$ cat src/rtl/addrmap_pkg.sv
package addrmap_pkg;

  typedef enum logic [1:0] {
    MODE_SINGLE = 2'd0,
    MODE_FLEX   = 2'd1,
    MODE_ASYM   = 2'd2,
    MODE_RSVD   = 2'd3
  } mapMode_e;

  typedef enum logic [1:0] {
    OFS_NONE  = 2'd0,
    OFS_CAPA  = 2'd1,
    OFS_SMALL = 2'd2
  } offsetSel_e;

  // strobes from control to datapath
  typedef struct packed {
    logic       hit;      // a channel is selected
    logic       chan;     // 0 = A, 1 = B
    logic       squeeze;  // drop the channel-select bit
    offsetSel_e ofs;      // base subtracted for linear regions
  } mapStrobe_t;

endpackage

$ cat src/rtl/flex_map_ctrl.sv
module flex_map_ctrl
  import addrmap_pkg::*;
#(
  parameter int ADDR_W    = 36,
  parameter int CAP_W     = 10,
  parameter int UNIT_BITS = 26,
  parameter int LINE_BITS = 6
) (
  input  logic [ADDR_W-1:0] sysAddr,
  input  logic [CAP_W-1:0]  capUnitsA,
  input  logic [CAP_W-1:0]  capUnitsB,
  input  logic [1:0]        mapMode,
  output mapStrobe_t        strobe
);
  localparam int SUM_W = ADDR_W + 2;

  logic [SUM_W-1:0] bytesA, bytesB, bytesSmall, zoneEnd, bytesTotal, addrExt;
  mapMode_e modeSel;

  assign bytesA     = SUM_W'(capUnitsA) << UNIT_BITS;
  assign bytesB     = SUM_W'(capUnitsB) << UNIT_BITS;
  assign bytesSmall = (capUnitsA < capUnitsB) ? bytesA : bytesB;
  assign zoneEnd    = bytesSmall << 1;
  assign bytesTotal = bytesA + bytesB;
  assign addrExt    = SUM_W'(sysAddr);
  assign modeSel    = mapMode_e'(mapMode);

  always_comb begin
    strobe = '0;
    case (modeSel)
      MODE_SINGLE: begin
        if (capUnitsA != '0) begin
          if (addrExt < bytesA) strobe.hit = 1'b1;
        end else if (addrExt < bytesB) begin
          strobe.hit  = 1'b1;
          strobe.chan = 1'b1;
        end
      end
      MODE_FLEX: begin
        if (addrExt < bytesTotal) begin
          strobe.hit = 1'b1;
          if (addrExt < zoneEnd) begin
            strobe.chan    = sysAddr[LINE_BITS];
            strobe.squeeze = 1'b1;
          end else begin
            strobe.chan = (capUnitsB > capUnitsA);
            strobe.ofs  = OFS_SMALL;
          end
        end
      end
      MODE_ASYM: begin
        if (addrExt < bytesTotal) begin
          strobe.hit = 1'b1;
          if (addrExt >= bytesA) begin
            strobe.chan = 1'b1;
            strobe.ofs  = OFS_CAPA;
          end
        end
      end
      default: strobe = '0;
    endcase
  end

endmodule

$ cat src/rtl/flex_map_dp.sv
module flex_map_dp
  import addrmap_pkg::*;
#(
  parameter int ADDR_W    = 36,
  parameter int CAP_W     = 10,
  parameter int UNIT_BITS = 26,
  parameter int LINE_BITS = 6
) (
  input  logic [ADDR_W-1:0] sysAddr,
  input  logic [CAP_W-1:0]  capUnitsA,
  input  logic [CAP_W-1:0]  capUnitsB,
  input  mapStrobe_t        strobe,
  output logic              chanValid,
  output logic              chanSel,
  output logic [ADDR_W-1:0] localAddr,
  output logic              outOfRange
);
  // Offsets only matter when they do not exceed the address, so the
  // truncation to ADDR_W loses nothing that is used.
  logic [ADDR_W-1:0] baseA, baseSmall, offset, linearAddr;
  logic [ADDR_W-2:0] squeezed;

  assign baseA     = ADDR_W'(capUnitsA) << UNIT_BITS;
  assign baseSmall = (capUnitsA < capUnitsB) ? baseA : (ADDR_W'(capUnitsB) << UNIT_BITS);

  always_comb begin
    case (strobe.ofs)
      OFS_CAPA:  offset = baseA;
      OFS_SMALL: offset = baseSmall;
      default:   offset = '0;
    endcase
  end

  assign linearAddr = sysAddr - offset;
  assign squeezed   = {sysAddr[ADDR_W-1:LINE_BITS+1], sysAddr[LINE_BITS-1:0]};

  always_comb begin
    chanValid  = strobe.hit;
    outOfRange = !strobe.hit;
    chanSel    = strobe.hit & strobe.chan;
    if (!strobe.hit)         localAddr = '0;
    else if (strobe.squeeze) localAddr = {1'b0, squeezed};
    else                     localAddr = linearAddr;
  end

endmodule

$ cat src/rtl/flex_chan_mapper.sv
module flex_chan_mapper
  import addrmap_pkg::*;
#(
  parameter int ADDR_W    = 36,
  parameter int CAP_W     = 10,
  parameter int UNIT_BITS = 26,
  parameter int LINE_BITS = 6,
  parameter bit REG_OUT   = 1'b1
) (
  input  logic              clk,
  input  logic              rst,
  input  logic [ADDR_W-1:0] sysAddr,
  input  logic [CAP_W-1:0]  capUnitsA,
  input  logic [CAP_W-1:0]  capUnitsB,
  input  logic [1:0]        mapMode,
  output logic              chanValid,
  output logic              chanSel,
  output logic [ADDR_W-1:0] localAddr,
  output logic              outOfRange
);
  mapStrobe_t        strobe;
  logic              nxtValid, nxtSel, nxtOor;
  logic [ADDR_W-1:0] nxtLocal;

  flex_map_ctrl #(.ADDR_W(ADDR_W), .CAP_W(CAP_W), .UNIT_BITS(UNIT_BITS),
                  .LINE_BITS(LINE_BITS)) u_ctrl (
    .sysAddr(sysAddr), .capUnitsA(capUnitsA), .capUnitsB(capUnitsB),
    .mapMode(mapMode), .strobe(strobe));

  flex_map_dp #(.ADDR_W(ADDR_W), .CAP_W(CAP_W), .UNIT_BITS(UNIT_BITS),
                .LINE_BITS(LINE_BITS)) u_dp (
    .sysAddr(sysAddr), .capUnitsA(capUnitsA), .capUnitsB(capUnitsB),
    .strobe(strobe), .chanValid(nxtValid), .chanSel(nxtSel),
    .localAddr(nxtLocal), .outOfRange(nxtOor));

  generate
    if (REG_OUT) begin : g_reg
      always_ff @(posedge clk) begin
        if (rst) begin
          chanValid  <= 1'b0;
          chanSel    <= 1'b0;
          localAddr  <= '0;
          outOfRange <= 1'b0;
        end else begin
          chanValid  <= nxtValid;
          chanSel    <= nxtSel;
          localAddr  <= nxtLocal;
          outOfRange <= nxtOor;
        end
      end
    end else begin : g_comb
      assign chanValid  = nxtValid;
      assign chanSel    = nxtSel;
      assign localAddr  = nxtLocal;
      assign outOfRange = nxtOor;
    end
  endgenerate

endmodule

$ cat config.mk
export PLATFORM = sky130hd
export DESIGN_NAME = flex_chan_mapper
export DESIGN_NICKNAME = d
export VERILOG_FILES = /design/src/rtl/addrmap_pkg.sv /design/src/rtl/flex_map_ctrl.sv /design/src/rtl/flex_map_dp.sv /design/src/rtl/flex_chan_mapper.sv
export SDC_FILE = /design/constraint.sdc
export NUM_CORES = 1
export LEC_CHECK = 0
export ABC_AREA = 1
export CORE_MARGIN = 4
export CORE_UTILIZATION = 25
export CTS_CLUSTER_SIZE = 24
export DETAILED_ROUTE_END_ITERATION = 10
export PLACE_DENSITY = 0.49
export SLEW_MARGIN = 10
export SYNTH_ARGS = -nofsm -noshare
export SYNTH_HDL_FRONTEND = slang
export SYNTH_SLANG_ARGS = --single-unit
$ cat constraint.sdc
create_clock -name clk -period 12.9 [get_ports clk]
set_input_delay 1.935 -clock clk [delete_from_list [all_inputs] [get_ports clk]]
set_output_delay 1.935 -clock clk [all_outputs]
set_load 0.01 [all_outputs]
==> summary.md <==
| Metric | Value |
|---|---|
| Status | `finished clean` |
| Arr. time, crit path | `7690 ps` |
| Area delta synth->final | `33.4%` |
| Placed insts | `838` |
| Top delay family on crit path | `simple AND/OR/NAND/NOR gates` |
| Worst Tran Pin Value | `711 ps` |
| Placed inst area | `0.00500 sq mm` |
| Synthesized area | `0.00386 sq mm` |
| Buf/Inv on CP | `4` |
| # Max-Cap Violations | `0` |
| Wire length on met3 | `593 um` |
| Critical path type | `in -> reg` |
| Fmax achieved | `134 MHz` |
| Clk sinks | `39` |
| Die ar. | `0.0175 sq mm` |
| Total CTS buffers | `5` |
| Hold-fix buffers, CTS | `0` |
| Critical path required time | `13100 ps` |
| Leak pwr | `2.41 nW` |
| Post-route insts no fill | `846` |
| Critical-path maximum fanout | `21` |
| Largest net degree at the start of global routing | `32` |
| Setup violators final | `0` |
| Max clock buf depth | `2` |
| Post-synth top flop | `dfxtp_1` |
| Max-slew violation count | `0` |
| Netlist cell types | `40` |
| Die height | `132 um` |
| DR vias | `3950` |
| Total power | `434 uW` |
| Die X | `132 um` |
| Syn_area_per_cell | `6.85 sq um` |
| GPL Wtd Cong | `0.890` |
| First-pass DRT Iterations | `5` |
| Crit-path max cell delay | `620 ps` |
| Synth warnings | `0` |
| DRC | `0` |
| Routed vias/inst | `4.67` |
| CTS Root Buffer Type | `clkbuf_16` |
| I/O pin total | `99` |
| Share of flip-flops with an asynchronous set or reset | `0%` |
| Cts repair resizes | `0` |
| Initial antenna violation count | `0` |
| Count leader, synth | `nand2_1` |
| Vias in the first global route | `4002` |
| Final wirelength | `11.6 mm` |
| Top sig layer | `met4` |
| Routed Antenna Nets | `0` |
| DPL Wire Length | `9.87 mm` |
| Post-synthesis sequential area ratio | `20.2%` |
| Hold Path Class | `in -> reg` |
| Drt initial violations | `116` |
| Layout cells sized above 1 | `6.23%` |
| Setup TNS | `0 ps` |
| Worst setup EP type | `flip-flop` |
| Post-synth EDFFs | `0` |
| PD cells | `84.2 mW/mm^2` |
| Layout Nets | `790` |
| WL/cell | `13.7 um` |
| Final period util | `58.0%` |
| First-pass GRT wire length | `19.1 mm` |
| FP Rows | `45` |
| Syn_nets | `697` |
| Top post-synthesis cells by area | `ha_1 (23%), dfxtp_1 (20%), nand2_1 (14%)` |
| Final Instance Area | `0.00515 sq mm` |
| Relative slew margins | `52.5%` |
| Htree depth | `2` |
| Commonest cells post-synth | `nand2_1 (143), inv_1 (78), ha_1 (71)` |
| Met2 WL | `5.16 mm` |
| Final Hold Fails | `0` |
| Gr usage total | `13.1%` |
| Biggest area consumer among synthesized cells | `ha_1` |
| CTS tree | `yes` |
| Starting density of the core | `25.5%` |
| # diodes | `0` |
| Post-Synthesis Cells | `564` |
| Routed met1 length | `5.57 mm` |
| Total congestion overflow | `0` |
| Crit path time final | `7490 ps` |
| # Post-CTS Setup Buffers | `0` |
| Clk slew on worst S/H paths | `50 ps` |
| Top cell by count, worst path | `nand2_1` |
| Setup crit start kind | `primary input` |
| Core area | `0.0151 sq mm` |
| Max IR drop VDD | `50.8 uV` |
| Fill count | `1642` |
| RSZ-0062 raised after global routing | `false` |
| Synth Register Bits | `39` |
| Area share of the largest cell type after synthesis | `23.0%` |
| Slowest cell on the critical path | `clkdlybuf4s50_1` |
| Buffers on Ports | `98` |
[power by group]
group	internal (mW)	switching (mW)	total, mW
logic	0.0755	0.100	0.176
clock network	0.0822	0.0453	0.127
registers	0.129	0.00202	0.131
total	0.287	0.147	0.434
[layout make-up]
class / count / area, sq um / area share, %
clock buffers: 8 / 156 / 3.03
inverters: 80 / 300 / 5.83
multi-input cells: 432 / 2690 / 52.2
flip-flops and latches: 39 / 781 / 15.1
well taps: 188 / 235 / 4.56
repair buffers: 99 / 988 / 19.2
[worst min-delay path: cells and delay by family]
kind                   cells  cell delay [ps]
buffers and inverters      2              470
AND/OR/NAND/NOR            1               40
[layer usage]
| layer | vias to the layer above | track usage, % |
|---|---|---|
| met3 | 24 | 2.18 |
| met2 | 129 | 21.6 |
| met4 | 0 | 4.04 |
| li1 | 2036 | - |
| met5 | - | 0 |
| met1 | 1761 | 17.4 |
[metrics by stage]
stage / worst slack, ps / hold WS, ps / util, %
2_1_floorplan: 6440 / 2000 / -
3_3_place_gp: 5170 / 2500 / 33.0
3_5_place_dp: 5150 / 2500 / 33.0
4_1_cts: 5410 / 2200 / 34.0
5_1_grt: 4770 / 2210 / 34.0
6_report: 5410 / 2210 / 34.0
[cells by family after synthesis]
logic type	synth area share, %
AO/OA/AOI/OAI	16.9
XOR/XNOR	2.49
adder cells (fa/ha/maj)	24.0
buffers and inverters	10.1
flip-flops	20.2
AND/OR/NAND/NOR	26.3
[placed cells by master (no fill, tap or decap), types with 2 or more instances in the layout]
cell type / n
o21a_1: 2
a31oi_1: 2
or2_2: 5
a21oi_1: 59
o21ai_0: 18
nor3_1: 5
nand4_1: 7
a21oi_2: 10
nand2_1: 143
a211oi_1: 3
nor4_1: 4
dfxtp_1: 39
o22ai_1: 7
ha_1: 71
fa_1: 2
o31ai_1: 2
nand3_2: 2
xor2_1: 9
o2111ai_1: 2
xnor2_1: 2
nand3_1: 21
inv_1: 78
clkbuf_16: 5
clkdlybuf4s50_1: 98
clkbuf_8: 2
nor2_1: 34
nand2_2: 12
[registers in the layout (all words and copies together) (netlist names)]
| register | cells |
|---|---|
| chanSel | 1 |
| chanValid | 1 |
| localAddr | 36 |
| outOfRange | 1 |
[final timing paths]
| kind | from | end | slack [ps] | cells after the start |
|---|---|---|---|---|
| worst min-delay path | sysAddr[1] | localAddr[1]$_SDFF_PP0_ | 2210 | 3 |
| worst max-delay path | capUnitsA[9] | localAddr[34]$_SDFF_PP0_ | 5410 | 35 |
Note: power is estimated with default switching activity, not from simulation.
